$ cat src/rtl/adc_regif_pkg.sv
package adc_regif_pkg;
  localparam int RES_W   = 10;
  localparam int BYTE_W  = 8;
  localparam int CH_W    = 3;
  localparam int ADDR_W  = 2;
  localparam int LO_BITS = RES_W - BYTE_W;
  localparam int EN_POS  = 5;
  localparam int FLAG_POS = 7;

  localparam logic [ADDR_W-1:0] A_CTRL = 2'd0;
  localparam logic [ADDR_W-1:0] A_HI   = 2'd1;
  localparam logic [ADDR_W-1:0] A_LO   = 2'd2;

  typedef enum logic [1:0] {
    SQ_OFF    = 2'd0,
    SQ_SETTLE = 2'd1,
    SQ_START  = 2'd2,
    SQ_BUSY   = 2'd3
  } sq_state_e;

  function automatic logic [BYTE_W-1:0] upper_byte(input logic [RES_W-1:0] r);
    return r[RES_W-1 -: BYTE_W];
  endfunction

  function automatic logic [BYTE_W-1:0] lower_byte(input logic [RES_W-1:0] r);
    return {{(BYTE_W-LO_BITS){1'b0}}, r[LO_BITS-1:0]};
  endfunction

  function automatic logic [BYTE_W-1:0] ctrl_image(input logic flag, input logic en,
                                                   input logic [CH_W-1:0] ch);
    logic [BYTE_W-1:0] v;
    v = '0;
    v[FLAG_POS] = flag;
    v[EN_POS]   = en;
    v[CH_W-1:0] = ch;
    return v;
  endfunction
endpackage

$ cat src/rtl/adc_seq_fsm.sv
module adc_seq_fsm
  import adc_regif_pkg::*;
#(
  parameter int STAB_W = 8
) (
  input  logic              clk,
  input  logic              rst_n,
  input  logic              en,
  input  logic              halt,
  input  logic [STAB_W-1:0] settle_len,
  input  logic              core_done,
  output logic              conv_start,
  output logic              conv_power,
  output logic              done_evt,
  output logic              settle_done,
  output logic              active
);
  sq_state_e         state_q, state_d;
  logic [STAB_W-1:0] cnt_q, cnt_d;

  assign active      = en & ~halt;
  assign settle_done = (state_q == SQ_SETTLE) && (cnt_q >= settle_len);
  assign done_evt    = (state_q == SQ_BUSY) && core_done && active;
  assign conv_start  = (state_q == SQ_START);
  assign conv_power  = (state_q != SQ_OFF);

  always_comb begin
    state_d = state_q;
    cnt_d   = cnt_q;
    if (!active) begin
      state_d = SQ_OFF;
      cnt_d   = '0;
    end else begin
      unique case (state_q)
        SQ_OFF: begin
          state_d = SQ_SETTLE;
          cnt_d   = '0;
        end
        SQ_SETTLE: begin
          if (settle_done) state_d = SQ_START;
          else             cnt_d   = cnt_q + 1'b1;
        end
        SQ_START: state_d = SQ_BUSY;
        SQ_BUSY:  if (done_evt) state_d = SQ_START;
        default:  state_d = SQ_OFF;
      endcase
    end
  end

  always_ff @(posedge clk or negedge rst_n) begin
    if (!rst_n) begin
      state_q <= SQ_OFF;
      cnt_q   <= '0;
    end else begin
      state_q <= state_d;
      cnt_q   <= cnt_d;
    end
  end
endmodule

$ cat src/rtl/adc_reg_bank.sv
module adc_reg_bank
  import adc_regif_pkg::*;
(
  input  logic              clk,
  input  logic              rst_n,
  input  logic              bus_sel,
  input  logic              bus_wr,
  input  logic [ADDR_W-1:0] bus_addr,
  input  logic [BYTE_W-1:0] bus_wdata,
  output logic [BYTE_W-1:0] bus_rdata,
  input  logic              done_evt,
  input  logic [RES_W-1:0]  core_result,
  output logic              en_q,
  output logic [CH_W-1:0]   chan_q,
  output logic              eoc_q,
  output logic [BYTE_W-1:0] hi_q,
  output logic [BYTE_W-1:0] lo_q,
  output logic              rd_hi,
  output logic              rd_lo
);
  logic wr_ctrl;

  assign wr_ctrl = bus_sel &  bus_wr & (bus_addr == A_CTRL);
  assign rd_hi   = bus_sel & ~bus_wr & (bus_addr == A_HI);
  assign rd_lo   = bus_sel & ~bus_wr & (bus_addr == A_LO);

  always_ff @(posedge clk or negedge rst_n) begin
    if (!rst_n) begin
      en_q   <= 1'b0;
      chan_q <= '0;
    end else if (wr_ctrl) begin
      en_q   <= bus_wdata[EN_POS];
      chan_q <= bus_wdata[CH_W-1:0];
    end
  end

  always_ff @(posedge clk or negedge rst_n) begin
    if (!rst_n)        eoc_q <= 1'b0;
    else if (done_evt) eoc_q <= 1'b1;
    else if (rd_hi)    eoc_q <= 1'b0;
  end

  always_ff @(posedge clk or negedge rst_n) begin
    if (!rst_n) begin
      hi_q <= '0;
      lo_q <= '0;
    end else if (done_evt) begin
      hi_q <= upper_byte(core_result);
      lo_q <= lower_byte(core_result);
    end
  end

  always_comb begin
    unique case (bus_addr)
      A_CTRL:  bus_rdata = ctrl_image(eoc_q, en_q, chan_q);
      A_HI:    bus_rdata = hi_q;
      A_LO:    bus_rdata = lo_q;
      default: bus_rdata = '0;
    endcase
  end
endmodule

$ cat src/rtl/adc_ctrl_regif.sv
module adc_ctrl_regif
  import adc_regif_pkg::*;
#(
  parameter int STAB_W = 8
) (
  input  logic              clk,
  input  logic              rst_n,
  input  logic              bus_sel,
  input  logic              bus_wr,
  input  logic [1:0]        bus_addr,
  input  logic [7:0]        bus_wdata,
  output logic [7:0]        bus_rdata,
  input  logic [STAB_W-1:0] settle_len,
  input  logic              wait_req,
  input  logic              halt_req,
  output logic              conv_start,
  output logic [2:0]        conv_chan,
  output logic              conv_power,
  input  logic              conv_done,
  input  logic [9:0]        conv_result
);
  logic              en_q, eoc_q, rd_hi, rd_lo;
  logic              done_evt, settle_done, active;
  logic [CH_W-1:0]   chan_q;
  logic [BYTE_W-1:0] hi_q, lo_q;

  adc_reg_bank u_regs (
    .clk(clk), .rst_n(rst_n),
    .bus_sel(bus_sel), .bus_wr(bus_wr), .bus_addr(bus_addr),
    .bus_wdata(bus_wdata), .bus_rdata(bus_rdata),
    .done_evt(done_evt), .core_result(conv_result),
    .en_q(en_q), .chan_q(chan_q), .eoc_q(eoc_q),
    .hi_q(hi_q), .lo_q(lo_q), .rd_hi(rd_hi), .rd_lo(rd_lo)
  );

  adc_seq_fsm #(.STAB_W(STAB_W)) u_seq (
    .clk(clk), .rst_n(rst_n),
    .en(en_q), .halt(halt_req), .settle_len(settle_len),
    .core_done(conv_done),
    .conv_start(conv_start), .conv_power(conv_power),
    .done_evt(done_evt), .settle_done(settle_done), .active(active)
  );

  assign conv_chan = chan_q;
endmodule

$ cat config.mk
export PLATFORM = sky130hd
export DESIGN_NAME = adc_ctrl_regif
export DESIGN_NICKNAME = d
export VERILOG_FILES = /design/src/rtl/adc_regif_pkg.sv /design/src/rtl/adc_seq_fsm.sv /design/src/rtl/adc_reg_bank.sv /design/src/rtl/adc_ctrl_regif.sv
export SDC_FILE = /design/constraint.sdc
export NUM_CORES = 1
export LEC_CHECK = 0
export BUFFER_PORTS_ARGS = -buffer_cell sky130_fd_sc_hd__buf_4
export CAP_MARGIN = 10
export CORE_MARGIN = 10
export CORE_UTILIZATION = 50
export DETAILED_ROUTE_END_ITERATION = 8
export PLACE_DENSITY = 0.84
export SETUP_SLACK_MARGIN = 0.4
export SLEW_MARGIN = 20
export SYNTH_ARGS = -nofsm -noshare
export SYNTH_HDL_FRONTEND = slang
export SYNTH_SLANG_ARGS = --single-unit
$ cat constraint.sdc
create_clock -name clk -period 2.3 [get_ports clk]
set_input_delay 0.345 -clock clk [delete_from_list [all_inputs] [get_ports clk]]
set_output_delay 0.345 -clock clk [all_outputs]
set_load 0.05 [all_outputs]
==> summary.txt <==
Outcome
  • Status: finished clean

Logic synthesis
  • Synth Instances: about 140
  • Share of the synthesized area in the top cell type: 0.422
  • Seq cells post-synth: 25
  • Area contributors post-synth: dfrtp_1, mux2_2, ha_1, mux2i_1, o31ai_1
  • Cell type with the highest aggregate area in the netlist: dfrtp_1
  • Syn. warnings: 0
  • Post-synthesis area per instance: approximately 11 um^2
  • Synth async-reset ratio: 1.00
  • Top FF cell, synth: dfrtp_1
  • Post-synthesis sequential area ratio: 0.422
  • Syn_nets: 185
  • EDFF count, synth: 0
  • Netlist cell types: 35
  • Post-Syn Area: 1480 um^2

Clocking
  • Deepest clock path buffer count: 2
  • Clock slew at the register clock pins of the worst setup and hold paths: approximately 0.15 ns
  • Worst skew pair latency: 0.33 ns
  • Clock root cell: clkbuf_4
  • Total CTS buffers: 3
  • # H-tree levels: 1
  • Num Clock Sinks: 25
  • CTS tree: built

Job
  • Max Cap Viol: 0

STA
  • Clock Skews: 0.00273 ns
  • RSZ-0062 raised after global routing: true
  • Rel. slew slack: 0.585
  • Measured slew at the worst slew-check pin: 0.618 ns
  • Setup TNS: 0 ns
  • Final Max Tran Viols: 0
  • Finish-stage setup viols: 0
  • Max Clock Freq: 0.506 GHz
  • Period utilization: 0.859
  • Final Hold Violating Endpoints: 0
  • Min Tclk post-route: 1.98 ns

Final layout
  • Most common cell after layout, fill and taps aside: buf_4
  • Layout Cells excl Fill: around 230
  • Most frequent cells in the layout: buf_4, dfrtp_1, mux2_2
  • N_diodes: 0
  • Final #Nets: 239
  • Layout Utilization: 0.711
  • Area growth from synthesis to final layout: 34.4%
  • Share of post-route cells with drive strength above 1: 0.433

Power
  • PD cells: 472 nW/um^2
  • Pleak: slightly above 1 nW
  • Peak supply drop: 0.371 mV
  • Total power: between 0.0009 and 0.001 W

Die
  • Die height: 74.5 um
  • Initial core utilization: 0.529
  • I/O Pins: 48
  • Row cnt: 19
  • Core footprint: 2810 um^2
  • Chip width: 74.5 um
  • Die outline area: 5540 um^2

Placed design
  • DP HPWL: 2.76 mm
  • Placed Cells: roughly 210
  • GP Congestion: between 0.8 and 0.9
  • PortBufs: 42

Global routing
  • First-pass GRT wire length: 5.91 mm
  • Number of global-route vias before repair: 1262
  • Largest net degree at the start of global routing: 26
  • Total congestion overflow: 0
  • All-layer global routing usage: 0.138
  • Initial antenna violation count: 0

Drt
  • Drt pass-1 iters: 5
  • Remaining DRCs: 0
  • Final Routed Wirelength: 3.63 mm
  • Vias per cell: 5.60
  • Via count: 1261
  • Wirelength per Cell: 16.1 um
  • Antenna-violating nets left: 0
  • Initial DRC Count: 65

Critical path
  • Ordered cell list for the critical path: inv_1 -> ha_1 -> nand2b_4 -> a2111oi_4 -> nor3_4 -> or2_4 -> o31ai_2
  • CP endpoint kind: register
  • Arr. time, crit path: 2.22 ns
  • Worst path top cell family by delay: compound AO/OA/AOI/OAI gates
  • Crit Path Class: reg -> reg
  • CP max stage delay: 0.38 ns
  • Buffer and inverter count on the worst path: 1
  • Startpoint types: register
  • Req. time, crit path: 2.55 ns
  • Worst path slowest cell: a2111oi_4
  • CP Max Fanout: 8

Min path
  • Hold WC Path Type: in -> reg
## synthesized netlist by cell type (2+ instances only)
cell and number:
dfrtp_1 25, mux2_2 14, nor2_1 11, ha_1 9, inv_1 9, nand2_1 9, o21ai_0 6, o31ai_1 6
and2_1 5, mux2i_1 5, nand3_1 4, and3_1 3, nand2b_1 3, nand4_1 3, nor2b_1 3, o41ai_1 3
a22o_1 2, a31oi_1 2, buf_6 2, o21a_1 2
## worst paths after layout
check	startpoint	to	slack, ns	cells past startpoint
max in group asynchronous	rst_n	u_seq.cnt_q[7]	1.58	2
min reg2reg	u_regs.eoc_q	u_regs.eoc_q	0.50	1
min in group asynchronous	rst_n	u_seq.state_q[1]	0.46	2
max reg2reg	u_seq.cnt_q[0]	u_seq.cnt_q[2]	0.32	7
max	u_seq.cnt_q[0]	u_seq.cnt_q[2]	0.32	7
min	conv_result[2]	u_regs.hi_q[0]	0.23	2
## flip-flops by register name (all words and copies together) (netlist names)
| signal | cells |
|---|---|
| u_seq.state_q | 2 |
| u_regs.hi_q | 8 |
| u_regs.eoc_q | 1 |
| u_regs.en_q | 1 |
| u_seq.cnt_q | 8 |
| u_regs.chan_q | 3 |
| u_regs.lo_q | 2 |
## report_power, final
part           switching [W]  internal (W)
clock network       0.000149     0.0000711
registers          0.0000156      0.000459
logic               0.000140      0.000107
total               0.000304      0.000637
## stage by stage
step	setup WS (ns)	hold WS, ns	area (um^2)
after floorplan	0.365	0.0494	1510
after global placement	0.209	0.260	1850
after detailed placement	0.158	0.268	1850
after CTS	0.297	0.222	1920
after global routing	0.229	0.209	1990
final	0.324	0.229	1990
## logic make-up (layout without fill, tap and decap cells)
kind of cell,count (synthesis),count (layout),synth area share
simple gates,49,49,0.182
compound gates,26,26,0.136
flops,25,25,0.422
mux,19,19,0.140
buf+inv,13,66,0.0439
fa+ha+maj,9,9,0.0760
## final cells by class
class	instances	area, um^2
fillers	219	812
well taps	31	38.8
clock inverters	1	8.76
flip-flops and latches	25	627
repair buffers	53	404
multi-input cells	103	858
clock buffers	3	22.5
inverters	9	33.8
## worst register-to-register path, stage by stage (launching register included)
cell and delay, ns:
dfrtp_1 0.37, inv_1 0.05, ha_1 0.26, nand2b_4 0.14, a2111oi_4 0.38, nor3_4 0.11, or2_4 0.32, o31ai_2 0.26
## layer usage
metal  global-route usage  wire [um]  vias up
met5                    0          0        -
met2                0.239       1840       39
met3               0.0306        180        7
li1                     -          -      614
met1                0.154       1520      601
met4               0.0714         82        0
## timing repair
action                                  4_1_cts  5_1_grt
hold endpoints to repair                     25        0
setup buffers                                 3        5
hold buffers                                  1        0
pin swaps                                     2        5
resized for setup                             2        8
endpoints found under the setup margin        8        9
(Power assumes the default switching activity.)
